`src/rtl/stp_pkg.sv`:
```
package stp_pkg;
  typedef enum logic {ST_IDLE = 1'b0, ST_RUN = 1'b1} stp_state_e;
endpackage

```
`src/rtl/stp_prescaler.sv`:
```
module stp_prescaler #(
  parameter int DIV_W = 16
) (
  input  logic             clk,
  input  logic             rst_n,
  input  logic             restart,
  input  logic             run,
  input  logic [DIV_W-1:0] rate_div,
  output logic             tick
);
  logic [DIV_W-1:0] cnt_q, cnt_d;
  logic [DIV_W-1:0] lim_q, lim_d;
  logic             wrap;

  assign wrap = (cnt_q == lim_q);
  assign tick = run && !restart && wrap;

  always_comb begin
    cnt_d = cnt_q;
    lim_d = lim_q;
    if (restart) begin
      cnt_d = '0;
      lim_d = rate_div;
    end else if (run) begin
      if (wrap) begin
        cnt_d = '0;
        lim_d = rate_div;
      end else begin
        cnt_d = cnt_q + 1'b1;
      end
    end
  end

  always_ff @(posedge clk or negedge rst_n) begin
    if (!rst_n) begin
      cnt_q <= '0;
      lim_q <= '0;
    end else begin
      cnt_q <= cnt_d;
      lim_q <= lim_d;
    end
  end
endmodule

```
`src/rtl/stp_pattern_reg.sv`:
```
module stp_pattern_reg #(
  parameter int NIB_W = 4,
  parameter int NIBS  = 8,
  localparam int PAT_W = NIB_W * NIBS,
  localparam int IDX_W = $clog2(NIBS)
) (
  input  logic             clk,
  input  logic             rst_n,
  input  logic             load,
  input  logic             advance,
  input  logic [PAT_W-1:0] pattern,
  output logic [NIB_W-1:0] next_nib
);
  logic [PAT_W-1:0] stored_q, stored_d;
  logic [PAT_W-1:0] work_q, work_d;
  logic [IDX_W-1:0] idx_q, idx_d;
  logic             last;

  assign last     = (idx_q == IDX_W'(NIBS - 1));
  assign next_nib = last ? stored_q[NIB_W-1:0] : work_q[2*NIB_W-1:NIB_W];

  always_comb begin
    stored_d = stored_q;
    work_d   = work_q;
    idx_d    = idx_q;
    if (load) begin
      stored_d = pattern;
      work_d   = pattern;
      idx_d    = '0;
    end else if (advance) begin
      if (last) begin
        work_d = stored_q;
        idx_d  = '0;
      end else begin
        work_d = work_q >> NIB_W;
        idx_d  = idx_q + 1'b1;
      end
    end
  end

  always_ff @(posedge clk or negedge rst_n) begin
    if (!rst_n) begin
      stored_q <= '0;
      work_q   <= '0;
      idx_q    <= '0;
    end else begin
      stored_q <= stored_d;
      work_q   <= work_d;
      idx_q    <= idx_d;
    end
  end
endmodule

```
`src/rtl/stp_ctrl.sv`:
```
module stp_ctrl
  import stp_pkg::*;
#(
  parameter int NIB_W      = 4,
  parameter int CNT_W      = 16,
  parameter int HOLD_TICKS = 32,
  localparam int HOLD_W = (HOLD_TICKS > 1) ? $clog2(HOLD_TICKS) : 1
) (
  input  logic             clk,
  input  logic             rst_n,
  input  logic             start_valid,
  input  logic [CNT_W-1:0] start_count,
  input  logic [NIB_W-1:0] first_nib,
  input  logic [NIB_W-1:0] next_nib,
  input  logic             abort,
  input  logic             tick,
  output logic             start_ready,
  output logic             pat_load,
  output logic             pat_advance,
  output logic             pre_restart,
  output logic             pre_run,
  output logic [NIB_W-1:0] phase_out,
  output logic             done
);
  stp_state_e       state_q, state_d;
  logic [CNT_W-1:0] remain_q, remain_d;
  logic [HOLD_W-1:0] hold_q, hold_d;
  logic [NIB_W-1:0] phase_q, phase_d;
  logic             done_q, done_d;
  logic             accept;
  logic             step_end;

  assign start_ready = (state_q == ST_IDLE);
  assign accept      = start_valid && start_ready && !abort;
  assign step_end    = tick && (hold_q == HOLD_W'(HOLD_TICKS - 1));
  assign pre_run     = (state_q == ST_RUN) && !abort;
  assign phase_out   = phase_q;
  assign done        = done_q;

  always_comb begin
    state_d     = state_q;
    remain_d    = remain_q;
    hold_d      = hold_q;
    phase_d     = phase_q;
    done_d      = 1'b0;
    pat_load    = 1'b0;
    pat_advance = 1'b0;
    pre_restart = 1'b0;
    unique case (state_q)
      ST_IDLE: begin
        if (accept) begin
          if (start_count == '0) begin
            done_d = 1'b1;
          end else begin
            state_d     = ST_RUN;
            remain_d    = start_count;
            hold_d      = '0;
            phase_d     = first_nib;
            pat_load    = 1'b1;
            pre_restart = 1'b1;
          end
        end
      end
      ST_RUN: begin
        if (abort) begin
          state_d = ST_IDLE;
        end else if (step_end) begin
          hold_d = '0;
          if (remain_q == CNT_W'(1)) begin
            state_d  = ST_IDLE;
            remain_d = '0;
            done_d   = 1'b1;
          end else begin
            remain_d    = remain_q - 1'b1;
            phase_d     = next_nib;
            pat_advance = 1'b1;
          end
        end else if (tick) begin
          hold_d = hold_q + 1'b1;
        end
      end
      default: state_d = ST_IDLE;
    endcase
  end

  always_ff @(posedge clk or negedge rst_n) begin
    if (!rst_n) begin
      state_q  <= ST_IDLE;
      remain_q <= '0;
      hold_q   <= '0;
      phase_q  <= '0;
      done_q   <= 1'b0;
    end else begin
      state_q  <= state_d;
      remain_q <= remain_d;
      hold_q   <= hold_d;
      phase_q  <= phase_d;
      done_q   <= done_d;
    end
  end
endmodule

```
`src/rtl/stp_phase_seq.sv`:
```
module stp_phase_seq #(
  parameter int NIB_W      = 4,
  parameter int NIBS       = 8,
  parameter int CNT_W      = 16,
  parameter int DIV_W      = 16,
  parameter int HOLD_TICKS = 32,
  localparam int PAT_W = NIB_W * NIBS
) (
  input  logic             clk,
  input  logic             rst_n,
  input  logic             start_valid,
  output logic             start_ready,
  input  logic [CNT_W-1:0] start_count,
  input  logic [PAT_W-1:0] start_pattern,
  input  logic [DIV_W-1:0] rate_div,
  input  logic             abort,
  output logic [NIB_W-1:0] phase_out,
  output logic             done
);
  logic             tick;
  logic             pat_load;
  logic             pat_advance;
  logic             pre_restart;
  logic             pre_run;
  logic [NIB_W-1:0] next_nib;

  stp_prescaler #(.DIV_W(DIV_W)) u_pre (
    .clk      (clk),
    .rst_n    (rst_n),
    .restart  (pre_restart),
    .run      (pre_run),
    .rate_div (rate_div),
    .tick     (tick)
  );

  stp_pattern_reg #(.NIB_W(NIB_W), .NIBS(NIBS)) u_pat (
    .clk      (clk),
    .rst_n    (rst_n),
    .load     (pat_load),
    .advance  (pat_advance),
    .pattern  (start_pattern),
    .next_nib (next_nib)
  );

  stp_ctrl #(.NIB_W(NIB_W), .CNT_W(CNT_W), .HOLD_TICKS(HOLD_TICKS)) u_ctrl (
    .clk         (clk),
    .rst_n       (rst_n),
    .start_valid (start_valid),
    .start_count (start_count),
    .first_nib   (start_pattern[NIB_W-1:0]),
    .next_nib    (next_nib),
    .abort       (abort),
    .tick        (tick),
    .start_ready (start_ready),
    .pat_load    (pat_load),
    .pat_advance (pat_advance),
    .pre_restart (pre_restart),
    .pre_run     (pre_run),
    .phase_out   (phase_out),
    .done        (done)
  );
endmodule

```
`config.mk`:
```
export PLATFORM = sky130hd
export DESIGN_NAME = stp_phase_seq
export DESIGN_NICKNAME = d
export VERILOG_FILES = /design/src/rtl/stp_pkg.sv /design/src/rtl/stp_prescaler.sv /design/src/rtl/stp_pattern_reg.sv /design/src/rtl/stp_ctrl.sv /design/src/rtl/stp_phase_seq.sv
export SDC_FILE = /design/constraint.sdc
export NUM_CORES = 1
export LEC_CHECK = 0
export BUFFER_PORTS_ARGS = -buffer_cell sky130_fd_sc_hd__buf_2
export CORE_ASPECT_RATIO = 0.8
export CORE_UTILIZATION = 63
export DETAILED_ROUTE_END_ITERATION = 10
export PLACE_DENSITY_LB_ADDON = 0.2
export SYNTH_ARGS = -nofsm -noshare
export SYNTH_HDL_FRONTEND = slang
export SYNTH_SLANG_ARGS = --single-unit
```
`constraint.sdc`:
```
create_clock -name clk -period 3.11 [get_ports clk]
set_input_delay 0.311 -clock clk [delete_from_list [all_inputs] [get_ports clk]]
set_output_delay 0.311 -clock clk [all_outputs]
set_load 0.01 [all_outputs]
```
==> results of run 1 <==
==> registers in the layout, summed over array words and instances, names as in the netlist <==
name,count
u_pat.stored_q,32
u_pre.lim_q,16
u_pre.cnt_q,16
u_ctrl.state_q,1
u_pat.work_q,28
u_ctrl.phase_out,4
u_ctrl.remain_q,16
u_ctrl.done,1
u_ctrl.hold_q,5
u_pat.idx_q,3
==> layer usage <==
layer | wire length [um] | track usage (%)
met1 | 6940 | 42.6
met2 | 7570 | 51.6
met3 | 1030 | 7.06
met4 | 269 | 10.7
met5 | 0 | 0
==> path summary, 6_finish.rpt <==
path	end	start	slack, ps	depth (start not counted)
setup reg to reg	u_pre.lim_q[9]$_DFFE_PN0P_	u_pre.cnt_q[3]$_DFFE_PN0P_	430	6
max in group asynchronous	u_pat.stored_q[22]$_DFFE_PN0P_	rst_n	1760	3
setup / recovery	u_pre.lim_q[9]$_DFFE_PN0P_	u_pre.cnt_q[3]$_DFFE_PN0P_	430	6
min in group asynchronous	u_ctrl.remain_q[10]$_DFFE_PN0P_	rst_n	510	2
hold / removal	u_pat.stored_q[16]$_DFFE_PN0P_	start_pattern[16]	120	3
hold reg to reg	u_pat.stored_q[30]$_DFFE_PN0P_	u_pat.stored_q[30]$_DFFE_PN0P_	480	2
==> worst max-delay path, cell delays in order, from the launching register on <==
cell and delay [ps]:
dfrtp_1 450, xor2_1 170, nor4_1 490, nand4_2 140
buf_4 300, o21ai_4 580, mux2_1 420
==> logic make-up after synthesis <==
logic type,share of synthesized area [%]
buf+inv,5.49
mux,12.0
flops,46.7
xor+xnor,3.21
fa+ha+maj,1.34
compound gates,15.1
simple gates,16.1
==> final cells by class <==
| type | instances | share of cell area [%] |
|---|---|---|
| Tap cell | 136 | 2.22 |
| Sequential cell | 122 | 39.9 |
| Multi-Input combinational cell | 455 | 41.0 |
| Clock buffer | 19 | 5.79 |
| Timing Repair Buffer | 96 | 7.26 |
| Clock inverter | 13 | 1.88 |
| Inverter | 40 | 1.96 |
==> power breakdown <==
group,total [mW],switching (mW),internal [mW]
clock,1.94,0.738,1.21
combinational,1.05,0.568,0.482
sequential,2.26,0.286,1.97
==> layout by cell type (no fill, tap or decap), types with 5 or more instances in the layout <==
cell type  instances
a21oi_1           20
inv_1             40
o211ai_1           6
clkbuf_16         17
nand3_1           16
nand2_1          116
xor2_1            24
o2111ai_1          5
mux2_2             8
o2bb2ai_1          5
a22o_1             6
nand4_1            5
mux2i_1           55
ha_1               6
a211oi_1           5
a221oi_2           5
mux2_1            13
buf_4             22
dfrtp_1          122
nor4_1            13
o22ai_1            7
or3_1              8
and2_1             5
buf_2             72
nor3_1             7
o21a_1            25
nor2_1            24
o21ai_0           10
or4_1              5
a31oi_1            6
==> stage by stage <==
step / hold WS [ps] / setup slack [ps] / util, %
global placement: 418 / 566 / 71.6
floorplan: 15.4 / 988 / -
finish: 116 / 430 / 77.7
CTS: 112 / 445 / 77.7
detailed placement: 429 / 455 / 71.6
global route: 116 / 250 / 77.7
==> what timing repair did <==
item | in CTS | in global routing
hold buffers | 1 | 0
buffers inserted | 0 | 0
endpoints found under the hold margin | 5 | 0
==> out/results.tsv, run 1 <==
metric	value	unit
synth_top_area_share	46.7	%
synth_top_area_cell	dfrtp_1	
synth_edf_count	0	
antenna_cells	0	
fmax	373	MHz
finalHoldViolCount	0	
finalCritPeriodShare	86.2	%
rows	32	
synth.most_common_cell	dfrtp_1	
totalWireLength	15800	um
grt_pass1_wl	26300	um
postPlaceCellArea	7060	um2
setup_viol	0	
tns	0	ps
io_pins	74	
drtIter0Drc	601	
synth.avg_cell_area	9.95	um2
final_layout_size_suffix_gt1_share	20.0	%
p_leak	3.42	nW
finalInstanceArea	7650	um2
power_density	686	nW/um2
rsz0062_at_grt	no	
detail_route.wl_per_cell	17.9	um
syn_nets	732	
clock-sinks	122	
grt_use_total	31.9	%
insertion_delay	410	ps
slew_viol_final	0	
yosysSeqAreaShare	46.7	%
clk_pin_slew	60	ps
dp.cells	848	
slew_headroom	34.3	%
synth_warnings	0	
synth_cells	657	
regArea	3050	um2
nNetsFinal	807	
ys_ff_latch	122	
worstMarginPinSlew	986	ps
skew	9.52	ps
cp.arrival	2950	ps
n_fill_cell	659	
port_buffers	73	
root_buffer	clkbuf_16	
htreeDepth	4	
route.detailed.drc	0	
cp.required	3380	ps
path_class	reg2reg	
grt_max_degree	61	
critPathCaptureType	flop	
vias	5355	
antenna_found_initial	0	
viasPerCell	6.08	
numCtsBuffers	17	
synthFlopType	dfrtp_1	
synth-async-reset-ratio	100	%
clk_path_buf_depth	2	
finalNonFillerCells	881	
grt_pass1_vias	5429	
status	complete, no violations	
post-route-min-period	2680	ps
crit_fanout	35	
cap_violations	0	
min_path_type	in2reg	
start_util	66.4	%
die_h	93.1	um
core_region_area	9850	um2
gp_congestion	0.883	
cts_tree	done	
drtPass1Iterations	6	
ir_drop	0.535	mV
syn_area	6540	um2
startpoint_type	flop	
die_w	116	um
multi_input_area	3140	um2
synthTopCellsByArea	dfrtp_1 47%, mux2i_1 8.4%, nand2_1 6.7%	
dp_hpwl	10300	um
die_area	10800	um2
grt_overflow	0	
ctsResizeCount	0	
area_growth	17.0	%
ant_nets	0	
synth.distinct_cells	60	
synth_commonest_cells	122 x dfrtp_1, 116 x nand2_1, 55 x mux2i_1	
total_power	5.25	mW
Note: power is estimated with default switching activity, not from simulation.
==> inputs of run 2 (changes only) <==
PLACE_DENSITY = 0.81   (was default)
PLACE_DENSITY_LB_ADDON = default   (was 0.2)
==> out/results.tsv, run 2 (same netlist as run 1, synthesis figures left out) <==
metric	value	unit	change
status	complete, no violations		
layout_common_cells	122 x dfrtp_1, 116 x nand2_1, 72 x buf_2		
rsz0062_at_grt	no		
finalCritPeriodShare	84.2	%	-2.0 points
critPathCaptureType	flop		
grt_pass1_vias	5503		+1.4%
core_region_area	9850	um2	unchanged
route.detailed.drc	0		unchanged
post-route-util	77.8	%	+0.11 points
cts_setup_buffers	0		unchanged
viasPerCell	6.11		+0.56%
detail_route.wl_per_cell	17.8	um	-0.63%
ir_drop	0.588	mV	+9.9%
drtPass1Iterations	6		unchanged
regMostFlops	u_pat.stored_q		
postPlaceCellArea	7080	um2	+0.32%
skew	6.87	ps	-2.65 ps
holdWs	12.2	ps	-104 ps
setup_viol	0		unchanged
clk_path_buf_depth	2		unchanged
cts-hold-fix-buffers	0		-1
ctsResizeCount	0		unchanged
area_growth	17.2	%	
layout_commonest_cell	dfrtp_1		
ant_nets	0		unchanged
antenna_cells	0		unchanged
grt_max_degree	68		+11%
tns	0	ps	unchanged
htreeDepth	4		unchanged
io_pins	74		unchanged
rows	32		unchanged
numCtsBuffers	17		unchanged
worstRegToRegCells	5		-1
p_leak	3.43	nW	+0.27%
setup_ws	491	ps	+61.1 ps
clock-sinks	122		unchanged
largest_reg_flops	32		unchanged
finalNonFillerCells	883		+0.23%
nNetsFinal	809		+0.25%
cp.arrival	2910	ps	-40 ps
critPathLaunch	u_pre.cnt_q[12]$_DFFE_PN0P_		
die_area	10800	um2	unchanged
cap_violations	0		unchanged
reg_top3	u_pat.stored_q (32), u_pat.work_q (28)		
grt_overflow	0		unchanged
ff2ff_setup_slack	490	ps	+60 ps
cts_tree	done		
vias	5397		+0.78%
slew_headroom	32.5	%	-1.7 points
power_density	686	nW/um2	about the same
final_layout_size_suffix_gt1_share	20.1	%	+0.080 points
insertion_delay	410	ps	about the same
dp.cells	851		+0.35%
slew_viol_final	0		unchanged
root_buffer	clkbuf_16		
port_buffers	73		unchanged
startpoint_type	flop		
dp_slack	509	ps	+54.0 ps
min_path_type	in2async		
post-route-min-period	2620	ps	-61.1 ps
crit_fanout	18		-49%
finalHoldViolCount	0		unchanged
die_w	116	um	unchanged
antenna_found_initial	0		unchanged
start_util	66.4	%	unchanged
grt_use_total	31.6	%	-0.24 points
gp_congestion	0.908		+2.9%
drtIter0Drc	467		-22%
finalInstanceArea	7660	um2	+0.15%
die_h	93.1	um	unchanged
dp_hpwl	10400	um	+1.4%
r2r_end	u_pre.lim_q[4]$_DFFE_PN0P_		
totalWireLength	15700	um	-0.40%
cp.required	3400	ps	+20 ps
endpoint	u_pre.lim_q[4]$_DFFE_PN0P_		
path_class	reg2reg		
worstMarginPinSlew	1010	ps	+25.7 ps
r2r-start	u_pre.cnt_q[12]$_DFFE_PN0P_		
grt_pass1_wl	26200	um	-0.37%
clk_pin_slew	60	ps	about the same
fmax	382	MHz	+2.3%
total_power	5.26	mW	+0.15%
run 2: cell types whose count changed in the layout (fill, tap and decap cells not counted), sizes merged:
cell         change
dlygate4sd3      -1
buf              +3
inv              -2
clkbuf           +1
bufinv           +1
run 2: power breakdown:
part           switching (mW)  leakage [nW]  internal, mW
Combinational           0.555          1.65         0.479
Clock                   0.711         0.276          1.25
Sequential              0.288          1.50          1.97
Total                    1.55          3.43          3.70
run 2: worst min path at each step:
stage | to | depth (start not counted) | slack, ps | from
6_report | u_ctrl.remain_q[4]$_DFFE_PN0P_ | 1 | 10 | rst_n
5_1_grt | u_ctrl.remain_q[4]$_DFFE_PN0P_ | 1 | 70 | rst_n
4_1_cts | u_ctrl.remain_q[4]$_DFFE_PN0P_ | 1 | 50 | rst_n
3_5_place_dp | u_pat.stored_q[23]$_DFFE_PN0P_ | 2 | 460 | u_pat.stored_q[23]$_DFFE_PN0P_
3_3_place_gp | u_ctrl.remain_q[4]$_DFFE_PN0P_ | 1 | 460 | rst_n
2_1_floorplan | u_ctrl.done$_DFF_PN0_ | 0 | 20 | rst_n
run 2: layout make-up:
type,count,area [um2]
well taps,136,170
clock buffers,20,437
clock inverters,12,149
fillers,662,2180
inverters,40,150
multi-input cells,455,3140
repair buffers,98,568
flip-flops and latches,122,3050
run 2: worst max-delay path, cell delays in order (launching register included):
cell,delay [ps]
dfrtp_1,490
xor2_1,190
nor4_2,370
nand4_2,420
o21ai_4,620
mux2_2,400
run 2: layer usage:
| layer | wire length [um] | vias to the layer above | share of wire [%] | track usage (%) |
|---|---|---|---|---|
| met2 | 7520 | 232 | 48 | 51.2 |
| met4 | 188 | 0 | 1.2 | 8.97 |
| met3 | 1110 | 23 | 7.1 | 7.65 |
| met5 | 0 | - | 0 | 0 |
| met1 | 6920 | 2649 | 44 | 42.5 |
| li1 | - | 2493 | - | - |
